**src/rtl/spi_sf_pkg.sv**
```systemverilog
package spi_sf_pkg;

  typedef enum logic [1:0] {
    SF_CTRLA = 2'd0,
    SF_CTRLB = 2'd1,
    SF_STAT  = 2'd2,
    SF_DATA  = 2'd3
  } sf_addr_e;

  localparam int FLG_RX  = 0;
  localparam int FLG_TX  = 1;
  localparam int FLG_MF  = 2;
  localparam int FLG_NUM = 3;

  localparam int STAT_RX_POS = 7;
  localparam int STAT_TX_POS = 5;
  localparam int STAT_MF_POS = 4;

  localparam int CA_MASTER_POS = 0;
  localparam int CA_TXIE_POS   = 1;
  localparam int CB_MFEN_POS   = 0;
  localparam int CA_W = 2;
  localparam int CB_W = 1;

  localparam logic [FLG_NUM-1:0] FLG_RST = 3'b010;

endpackage

```
**src/rtl/spi_sf_flag.sv**
```systemverilog
module spi_sf_flag #(
  parameter bit RST_VAL = 1'b0
) (
  input  logic clk,
  input  logic rst_n,
  input  logic set_i,
  input  logic arm_i,
  input  logic done_i,
  output logic flag_o,
  output logic armed_o
);

  logic flag_q, flag_d;
  logic arm_q, arm_d;
  logic upd_en;

  assign upd_en = set_i | arm_i | done_i;

  always_comb begin
    flag_d = flag_q;
    arm_d  = arm_q;
    if (done_i) begin
      arm_d = 1'b0;
      if (arm_q) flag_d = 1'b0;
    end
    if (arm_i) arm_d  = 1'b1;
    if (set_i) flag_d = 1'b1;
  end

  always_ff @(posedge clk or negedge rst_n) begin
    if (!rst_n) begin
      flag_q <= RST_VAL;
      arm_q  <= 1'b0;
    end else if (upd_en) begin
      flag_q <= flag_d;
      arm_q  <= arm_d;
    end
  end

  assign flag_o  = flag_q;
  assign armed_o = arm_q;

endmodule

```
**src/rtl/spi_sf_ctrl.sv**
```systemverilog
module spi_sf_ctrl #(
  parameter int CA_W = 2,
  parameter int CB_W = 1
) (
  input  logic            clk,
  input  logic            rst_n,
  input  logic            wr_a,
  input  logic            wr_b,
  input  logic [CA_W-1:0] wdata_a,
  input  logic [CB_W-1:0] wdata_b,
  output logic [CA_W-1:0] ctrl_a,
  output logic [CB_W-1:0] ctrl_b
);

  logic [CA_W-1:0] a_q, a_d;
  logic [CB_W-1:0] b_q, b_d;

  always_comb begin
    a_d = wr_a ? wdata_a : a_q;
    b_d = wr_b ? wdata_b : b_q;
  end

  always_ff @(posedge clk or negedge rst_n) begin
    if (!rst_n) begin
      a_q <= '0;
    end else if (wr_a) begin
      a_q <= a_d;
    end
  end

  always_ff @(posedge clk or negedge rst_n) begin
    if (!rst_n) begin
      b_q <= '0;
    end else if (wr_b) begin
      b_q <= b_d;
    end
  end

  assign ctrl_a = a_q;
  assign ctrl_b = b_q;

endmodule

```
**src/rtl/spi_sf_data.sv**
```systemverilog
module spi_sf_data #(
  parameter int DATA_W = 8
) (
  input  logic              clk,
  input  logic              rst_n,
  input  logic              rx_load,
  input  logic [DATA_W-1:0] rx_in,
  input  logic              tx_accept,
  input  logic [DATA_W-1:0] tx_in,
  output logic [DATA_W-1:0] rx_hold,
  output logic [DATA_W-1:0] tx_out,
  output logic              tx_pulse
);

  logic [DATA_W-1:0] rx_q, rx_d;
  logic [DATA_W-1:0] tx_q, tx_d;
  logic              pulse_q, pulse_d;

  always_comb begin
    rx_d    = rx_load   ? rx_in : rx_q;
    tx_d    = tx_accept ? tx_in : tx_q;
    pulse_d = tx_accept;
  end

  always_ff @(posedge clk or negedge rst_n) begin
    if (!rst_n) begin
      rx_q <= '0;
    end else if (rx_load) begin
      rx_q <= rx_d;
    end
  end

  always_ff @(posedge clk or negedge rst_n) begin
    if (!rst_n) begin
      tx_q <= '0;
    end else if (tx_accept) begin
      tx_q <= tx_d;
    end
  end

  always_ff @(posedge clk or negedge rst_n) begin
    if (!rst_n) begin
      pulse_q <= 1'b0;
    end else begin
      pulse_q <= pulse_d;
    end
  end

  assign rx_hold  = rx_q;
  assign tx_out   = tx_q;
  assign tx_pulse = pulse_q;

endmodule

```
**src/rtl/spi_sf_top.sv**
```systemverilog
module spi_sf_top
  import spi_sf_pkg::*;
#(
  parameter int DATA_W = 8
) (
  input  logic              clk,
  input  logic              rst_n,
  input  logic [1:0]        bus_addr,
  input  logic              bus_rd,
  input  logic              bus_wr,
  input  logic [DATA_W-1:0] bus_wdata,
  output logic [DATA_W-1:0] bus_rdata,
  input  logic              rx_done,
  input  logic [DATA_W-1:0] rx_byte,
  input  logic              tx_taken,
  input  logic              ss_low,
  output logic [DATA_W-1:0] tx_byte,
  output logic              tx_valid,
  output logic              irq
);

  // reset: asserted at once, released two edges later
  logic rst_meta_q, core_rst_n;

  always_ff @(posedge clk or negedge rst_n) begin
    if (!rst_n) begin
      rst_meta_q <= 1'b0;
      core_rst_n <= 1'b0;
    end else begin
      rst_meta_q <= 1'b1;
      core_rst_n <= rst_meta_q;
    end
  end

  // bus decode
  sf_addr_e sel;
  logic     rd_stat, rd_data, wr_data, wr_ca, wr_cb;

  assign sel     = sf_addr_e'(bus_addr);
  assign rd_stat = bus_rd & (sel == SF_STAT);
  assign rd_data = bus_rd & (sel == SF_DATA);
  assign wr_data = bus_wr & (sel == SF_DATA);
  assign wr_ca   = bus_wr & (sel == SF_CTRLA);
  assign wr_cb   = bus_wr & (sel == SF_CTRLB);

  // control registers
  logic [CA_W-1:0] ctrl_a;
  logic [CB_W-1:0] ctrl_b;

  spi_sf_ctrl #(.CA_W(CA_W), .CB_W(CB_W)) u_ctrl (
    .clk     (clk),
    .rst_n   (core_rst_n),
    .wr_a    (wr_ca),
    .wr_b    (wr_cb),
    .wdata_a (bus_wdata[CA_W-1:0]),
    .wdata_b (bus_wdata[CB_W-1:0]),
    .ctrl_a  (ctrl_a),
    .ctrl_b  (ctrl_b)
  );

  // flag events
  logic [FLG_NUM-1:0] flag_set, flag_done, flag_arm;
  logic [FLG_NUM-1:0] flag_q, flag_armed;

  always_comb begin
    flag_set            = '0;
    flag_done           = '0;
    flag_set[FLG_RX]    = rx_done;
    flag_set[FLG_TX]    = tx_taken;
    flag_set[FLG_MF]    = ss_low & ctrl_a[CA_MASTER_POS] & ctrl_b[CB_MFEN_POS];
    flag_done[FLG_RX]   = rd_data;
    flag_done[FLG_TX]   = wr_data;
    flag_done[FLG_MF]   = wr_ca;
  end

  assign flag_arm = {FLG_NUM{rd_stat}} & flag_q;

  for (genvar g = 0; g < FLG_NUM; g++) begin : g_flag
    spi_sf_flag #(.RST_VAL(FLG_RST[g])) u_flag (
      .clk     (clk),
      .rst_n   (core_rst_n),
      .set_i   (flag_set[g]),
      .arm_i   (flag_arm[g]),
      .done_i  (flag_done[g]),
      .flag_o  (flag_q[g]),
      .armed_o (flag_armed[g])
    );
  end

  logic unused_armed;
  assign unused_armed = flag_armed[FLG_RX] ^ flag_armed[FLG_MF];

  // data path
  logic              tx_accept;
  logic [DATA_W-1:0] rx_hold;

  assign tx_accept = wr_data & flag_armed[FLG_TX];

  spi_sf_data #(.DATA_W(DATA_W)) u_data (
    .clk       (clk),
    .rst_n     (core_rst_n),
    .rx_load   (rx_done),
    .rx_in     (rx_byte),
    .tx_accept (tx_accept),
    .tx_in     (bus_wdata),
    .rx_hold   (rx_hold),
    .tx_out    (tx_byte),
    .tx_pulse  (tx_valid)
  );

  // read mux
  logic [DATA_W-1:0] stat_word;

  always_comb begin
    stat_word              = '0;
    stat_word[STAT_RX_POS] = flag_q[FLG_RX];
    stat_word[STAT_TX_POS] = flag_q[FLG_TX];
    stat_word[STAT_MF_POS] = flag_q[FLG_MF];
  end

  always_comb begin
    unique case (sel)
      SF_CTRLA: bus_rdata = DATA_W'(ctrl_a);
      SF_CTRLB: bus_rdata = DATA_W'(ctrl_b);
      SF_STAT:  bus_rdata = stat_word;
      SF_DATA:  bus_rdata = rx_hold;
      default:  bus_rdata = '0;
    endcase
  end

  assign irq = flag_q[FLG_RX] | flag_q[FLG_MF] |
               (flag_q[FLG_TX] & ctrl_a[CA_TXIE_POS]);

endmodule

```
**config.mk**
```make
export PLATFORM = sky130hd
export DESIGN_NAME = spi_sf_top
export DESIGN_NICKNAME = d
export VERILOG_FILES = /design/src/rtl/spi_sf_pkg.sv /design/src/rtl/spi_sf_flag.sv /design/src/rtl/spi_sf_ctrl.sv /design/src/rtl/spi_sf_data.sv /design/src/rtl/spi_sf_top.sv
export SDC_FILE = /design/constraint.sdc
export NUM_CORES = 1
export LEC_CHECK = 0
export BUFFER_PORTS_ARGS = -buffer_cell sky130_fd_sc_hd__buf_2
export CORE_MARGIN = 2
export CORE_UTILIZATION = 44
export CTS_CLUSTER_SIZE = 10
export DETAILED_ROUTE_END_ITERATION = 10
export GPL_TIMING_DRIVEN = 0
export HOLD_SLACK_MARGIN = 0.12
export PLACE_DENSITY = 0.84
export REMOVE_ABC_BUFFERS = 1
export SETUP_SLACK_MARGIN = 0.2
export SYNTH_ARGS = -nofsm -noshare
export SYNTH_HDL_FRONTEND = slang
export SYNTH_HIERARCHICAL = 1
export SYNTH_SLANG_ARGS = --single-unit
```
**constraint.sdc**
```tcl
create_clock -name clk -period 0.84 [get_ports clk]
set_input_delay 0.126 -clock clk [delete_from_list [all_inputs] [get_ports clk]]
set_output_delay 0.126 -clock clk [all_outputs]
set_load 0.01 [all_outputs]
```
# After elaboration in Yosys (flattened, before gate mapping)

Cells that the tools add are included.

Input port bits: 25
ROM bits: 0
Memories kept: 0
RAM bits: 0
Register bits after elaboration: 28
Output and inout bits: 18
Logic and storage cells: 66
Latch bits: 0

Divide/modulo/power cells: 0
Bitwise gates (word level): 18
Multiply operators: 0
Muxes and demuxes: 16
Order comparisons: 0
Reduce and logical (&&, ||, !) cells: 16
Eq/ne operators: 3
Shift operators: 0
Add/sub/neg operators: 0

Operators with widths:

| kind               | number |
|---|---|
| $pmux 8 s4         | 1 |
| $reduce_bool 2->1  | 9 |
| $mux 1             | 15 |
| $and 1x1->1        | 9 |
| $reduce_and 3->1   | 3 |
| $or 1x1->1         | 8 |
| $reduce_and 2->1   | 3 |
| $eq 2x2->1 const B | 2 |
| $and 3x3->3        | 1 |
| $eq 2x1->1 const B | 1 |
| $logic_not 2->1    | 1 |

# Depth between registers and ports, before layout

Depth in word-level cells: 6
Mapped depth: 4

# Hierarchy

Netlist, hierarchy kept.

By module, submodules not included:

| module                             | area each (um^2) | times used | cells an instance | sequential area each (um^2) |
|---|---|---|---|---|
| spi_sf_data                        | 688.2            | 1          | 35                | 425.4 |
| spi_sf_top                         | 261.5            | 1          | 30                | 50.0 |
| spi_sf_flag (g_flag[0].u_flag ...) | 72.6             | 2          | 6                 | 50.0 |
| spi_sf_ctrl                        | 108.9            | 1          | 6                 | 75.1 |
| spi_sf_flag (g_flag[1].u_flag)     | 73.8             | 1          | 6                 | 51.3 |

# Worst setup path after synthesis

No wires, ideal clock.

Path kind: input port to flip-flop
From: input bus_addr[1]
To: register u_ctrl.a_q[0] (netlist: u_ctrl/ctrl_a[0])
Stages on the path: 3
Arrival: 1.021 ns
Required time: 0.715 ns
Slack: -0.305 ns
Cells stage by stage: clkbuf_1 nor3b_1 mux2_2

Longest elaborated chain between the ends: 2

RTL lines:

| what                 | line              | text |
|---|---|---|
| from (decl)          | spi_sf_top.sv:8   | `input logic [1:0] bus_addr,` |
| $logic_not 2->1      | spi_sf_top.sv:43  | `assign wr_ca = bus_wr & (sel == SF_CTRLA);` |
| $and 1x1->1          | spi_sf_top.sv:43  |  |
| via wr_ca            | spi_sf_top.sv:37  | `logic rd_stat, rd_data, wr_data, wr_ca, wr_cb;` |
| to (signal assigned) | spi_sf_ctrl.sv:25 | `a_q <= '0;` |
| to (signal assigned) | spi_sf_ctrl.sv:27 | `a_q <= a_d;` |
| to (decl)            | spi_sf_ctrl.sv:15 | `logic [CA_W-1:0] a_q, a_d;` |

The timed path passes the listed nets, and every way through them passes these cells.
A chain may end at the register's enable or synchronous reset.

# Final worst setup path

From: register g_flag[1].u_flag.flag_q
To: output bus_rdata[5]

Longest elaborated chain between the ends: 1

RTL lines:

| what                   | line              | text |
|---|---|---|
| from (decl)            | spi_sf_flag.sv:13 | `logic flag_q, flag_d;` |
| from (signal assigned) | spi_sf_flag.sv:35 | `flag_q <= flag_d;` |
| $pmux 8 s4             | spi_sf_top.sv:122 | `unique case (sel)` |
| to (decl)              | spi_sf_top.sv:12  | `output logic [DATA_W-1:0] bus_rdata,` |

Every way passes these cells.

==> results.json <==
{
  "cts_max_level": 1,
  "use_met3_pct": 2.23,
  "grt_pass1_wl_um": 4570,
  "fillers": 181,
  "drive_gt1_share_pct": 65.8,
  "grt_usage_pct": 18.2,
  "placed_cells": 158,
  "fin_ws_ps": -527,
  "max_freq_ghz": 0.732,
  "arrival_ps": 1240,
  "die_x_um": 57.9,
  "rows": 19,
  "insertion_delay_ps": 330,
  "first_pass_iters": 4,
  "final_nets": 181,
  "hold_viol": 0,
  "vias": 957,
  "synth.distinct_cells": 22,
  "maxCapViolations": 0,
  "grt_setup_unrepaired": "yes",
  "setup_viol": 38,
  "grt_pass1_vias": 968,
  "yosysSeqAreaShare_pct": 54.9,
  "clock-root-buffer": "clkbuf_4",
  "io_pins": 43,
  "placed_area_um2": 1490,
  "yosys_warnings": 6,
  "postCtsHoldBufs": 2,
  "antenna_left": 0,
  "wl_per_cell_um": 17.1,
  "diodes": 0,
  "place.gp.congestion": 0.716,
  "hold_class": "input pin to register",
  "cts_sinks": 28,
  "crit_chain": "mux2i_1, nor2b_1, buf_2",
  "grtUsageMet1_pct": 23.5,
  "cts_tree": "done",
  "status": "complete, but fails checks",
  "grtUsageMet2_pct": 31.3,
  "seq_area_um2": 706,
  "crit_fanout": 4,
  "cts_buffers": 3,
  "fin_crit_ps": 1370,
  "synthToLayoutAreaGrowth_pct": 42.6,
  "core-area_um2": 2760,
  "leakagePower_nw": 0.940,
  "die_area_um2": 3350,
  "multi_input_area_um2": 554,
  "syn_area_um2": 1280,
  "tightest_slew_ps": 654,
  "max-vdd-ir-drop_uv": 1340,
  "port_buffers": 42,
  "clk_pin_slew_ps": 140,
  "grt_overflow": 0,
  "busiest_layer": "met2",
  "holdWs_ps": 13.6,
  "routed_wl_um": 3180,
  "die_height_um": 57.9,
  "synth-seq-cells": 28,
  "slowest_delay_ps": 590,
  "slew_violations": 0,
  "initial_core_util_pct": 46.3,
  "detail_route.iter0.violations": 38,
  "via_per_inst": 5.15,
  "fin_worst_skew_ps": 1.73,
  "slowest_stage": "dfstp_2",
  "end_kind": "primary output",
  "power_density_nw_per_um2": 2160,
  "antenna_found_initial": 0,
  "worstSetupStartpointType": "register",
  "critPathRequiredTime_ps": 710,
  "relSlewSlack_pct": 56.3,
  "detailed_place_hpwl_um": 1860,
  "clock_tree.buffer_depth": 2,
  "grt_max_degree": 27,
  "synth_area_per_cell_um2": 14.4,
  "syn_inst": 89,
  "drcViolationCount": 0,
  "final_cell_count_no_fill": 186,
  "finalCritPeriodShare_pct": 163,
  "failed_checks": "setup timing",
  "path_class": "register to primary output",
  "finalInstanceArea_um2": 1820
}
-- logic make-up (layout without fill, tap and decap cells) --
kind of cell           after synthesis  count (layout)  share of synthesized area (%)
other                                1               1                          0.294
AO/OA/AOI/OAI                        9               9                           5.58
AND/OR/NAND/NOR                     21              22                           10.8
multiplexers                        23              23                           24.6
flip-flops                          28              28                           54.9
buffers and inverters                7              72                           3.82
-- routing by layer --
layer	part of all wire (%)	wire length, um
met5	0	0
met4	1.9	60
met3	3.0	95
met2	54	1720
met1	41	1310
-- state kept, by name (all words and copies together), names as in the netlist --
register               cells
u_data/rx_hold             8
u_ctrl/ctrl_b              1
core_rst_n                 1
u_data/tx_out              8
u_data/tx_pulse            1
u_ctrl/ctrl_a              2
rst_meta_q                 1
g_flag.u_flag/armed_o      3
g_flag.u_flag/flag_o       3
-- layout make-up --
type	count	share of cell area, %
inverters	3	0.618
clock inverters	1	1.65
repair buffers	65	25.2
flip-flops and latches	28	38.7
multi-input cells	55	30.4
clock buffers	3	1.24
well taps	31	2.13
-- where the power goes --
group	internal [mW]	leakage [nW]	switching [mW]
sequential	1.60	0.327	0.193
combinational	0.832	0.586	0.438
clock	0.483	0.0279	0.390
total	2.92	0.940	1.02
-- path summary, 6_finish.rpt --
kind | from | to | slack (ps) | cells after the start
min in group asynchronous | rst_n | core_rst_n$_DFF_PN0_ | 80 | 2
worst max register to register | g_flag[1].u_flag/armed_o$_DFFE_PN0P_ | u_data/tx_out[7]$_DFFE_PN0P_ | -240 | 2
worst max-delay path | g_flag[1].u_flag/flag_o$_DFFE_PN1P_ | bus_rdata[5] | -530 | 3
max in group asynchronous | core_rst_n$_DFF_PN0_ | g_flag[1].u_flag/flag_o$_DFFE_PN1P_ | 290 | 0
worst min-delay path | rx_byte[1] | u_data/rx_hold[1]$_DFFE_PN0P_ | 10 | 2
worst min register to register | core_rst_n$_DFF_PN0_ | u_data/tx_out[4]$_DFFE_PN0P_ | 250 | 0
-- per-stage QoR --
step / worst slack [ps] / setup TNS, ps / power (mW) / util (%)
after global placement: -694 / -14020 / 2.55 / 54.0
after global routing: -607 / -9820 / 4.12 / 66.1
after CTS: -543 / -7190 / 3.71 / 62.0
after detailed placement: -754 / -16390 / 2.59 / 54.0
final: -527 / -8750 / 3.94 / 66.1
after floorplan: -341 / -3130 / 2.25 / -
-- synthesized netlist by cell type --
library cell | number | area, um^2
conb_1 | 1 | 3.75
nor2b_1 | 3 | 18.8
and2_2 | 1 | 7.51
mux2_4 | 16 | 240
mux2i_1 | 4 | 40.0
o2bb2ai_1 | 1 | 8.76
clkbuf_1 | 1 | 3.75
buf_6 | 3 | 33.8
nor2_1 | 1 | 3.75
mux2_2 | 3 | 33.8
and3b_2 | 2 | 20.0
nand2_1 | 3 | 11.3
a22o_1 | 1 | 8.76
a21o_1 | 6 | 45.0
and2_1 | 4 | 25.0
and3_2 | 5 | 37.5
dfstp_2 | 1 | 26.3
and3_1 | 1 | 6.26
inv_1 | 3 | 11.3
nor3b_1 | 1 | 7.51
a211o_1 | 1 | 8.76
dfrtp_1 | 27 | 676
-- placed cells by master, fill, tap and decap left out, types with 3 or more instances in the layout --
master    synthesis  routed
inv_1             3       3
nor2b_1           3       3
mux2i_1           4       4
buf_2             0      39
dfrtp_1          27      26
clkbuf_4          0       3
mux2_4           16      16
and3_2            5       4
buf_4             0       7
and2_4            0       4
mux2_2            3       3
buf_6             3      17
a21o_1            6       6
-- worst max-delay path, delay by kind of cell (launching register included) --
family	cells	cell delay, ps
multiplexers	1	80
AND/OR/NAND/NOR	1	110
buffers and inverters	1	140
flip-flops	1	590
-- timing repair --
action | in CTS | in global routing
gates resized for setup | 17 | 10
pin swaps | 6 | 2
gates cloned | 1 | 0
buffers inserted | 11 | 10
hold endpoints to repair | 22 | 21
endpoints found under the setup margin | 70 | 44
No activity file was read; power rests on OpenSTA's default activity.
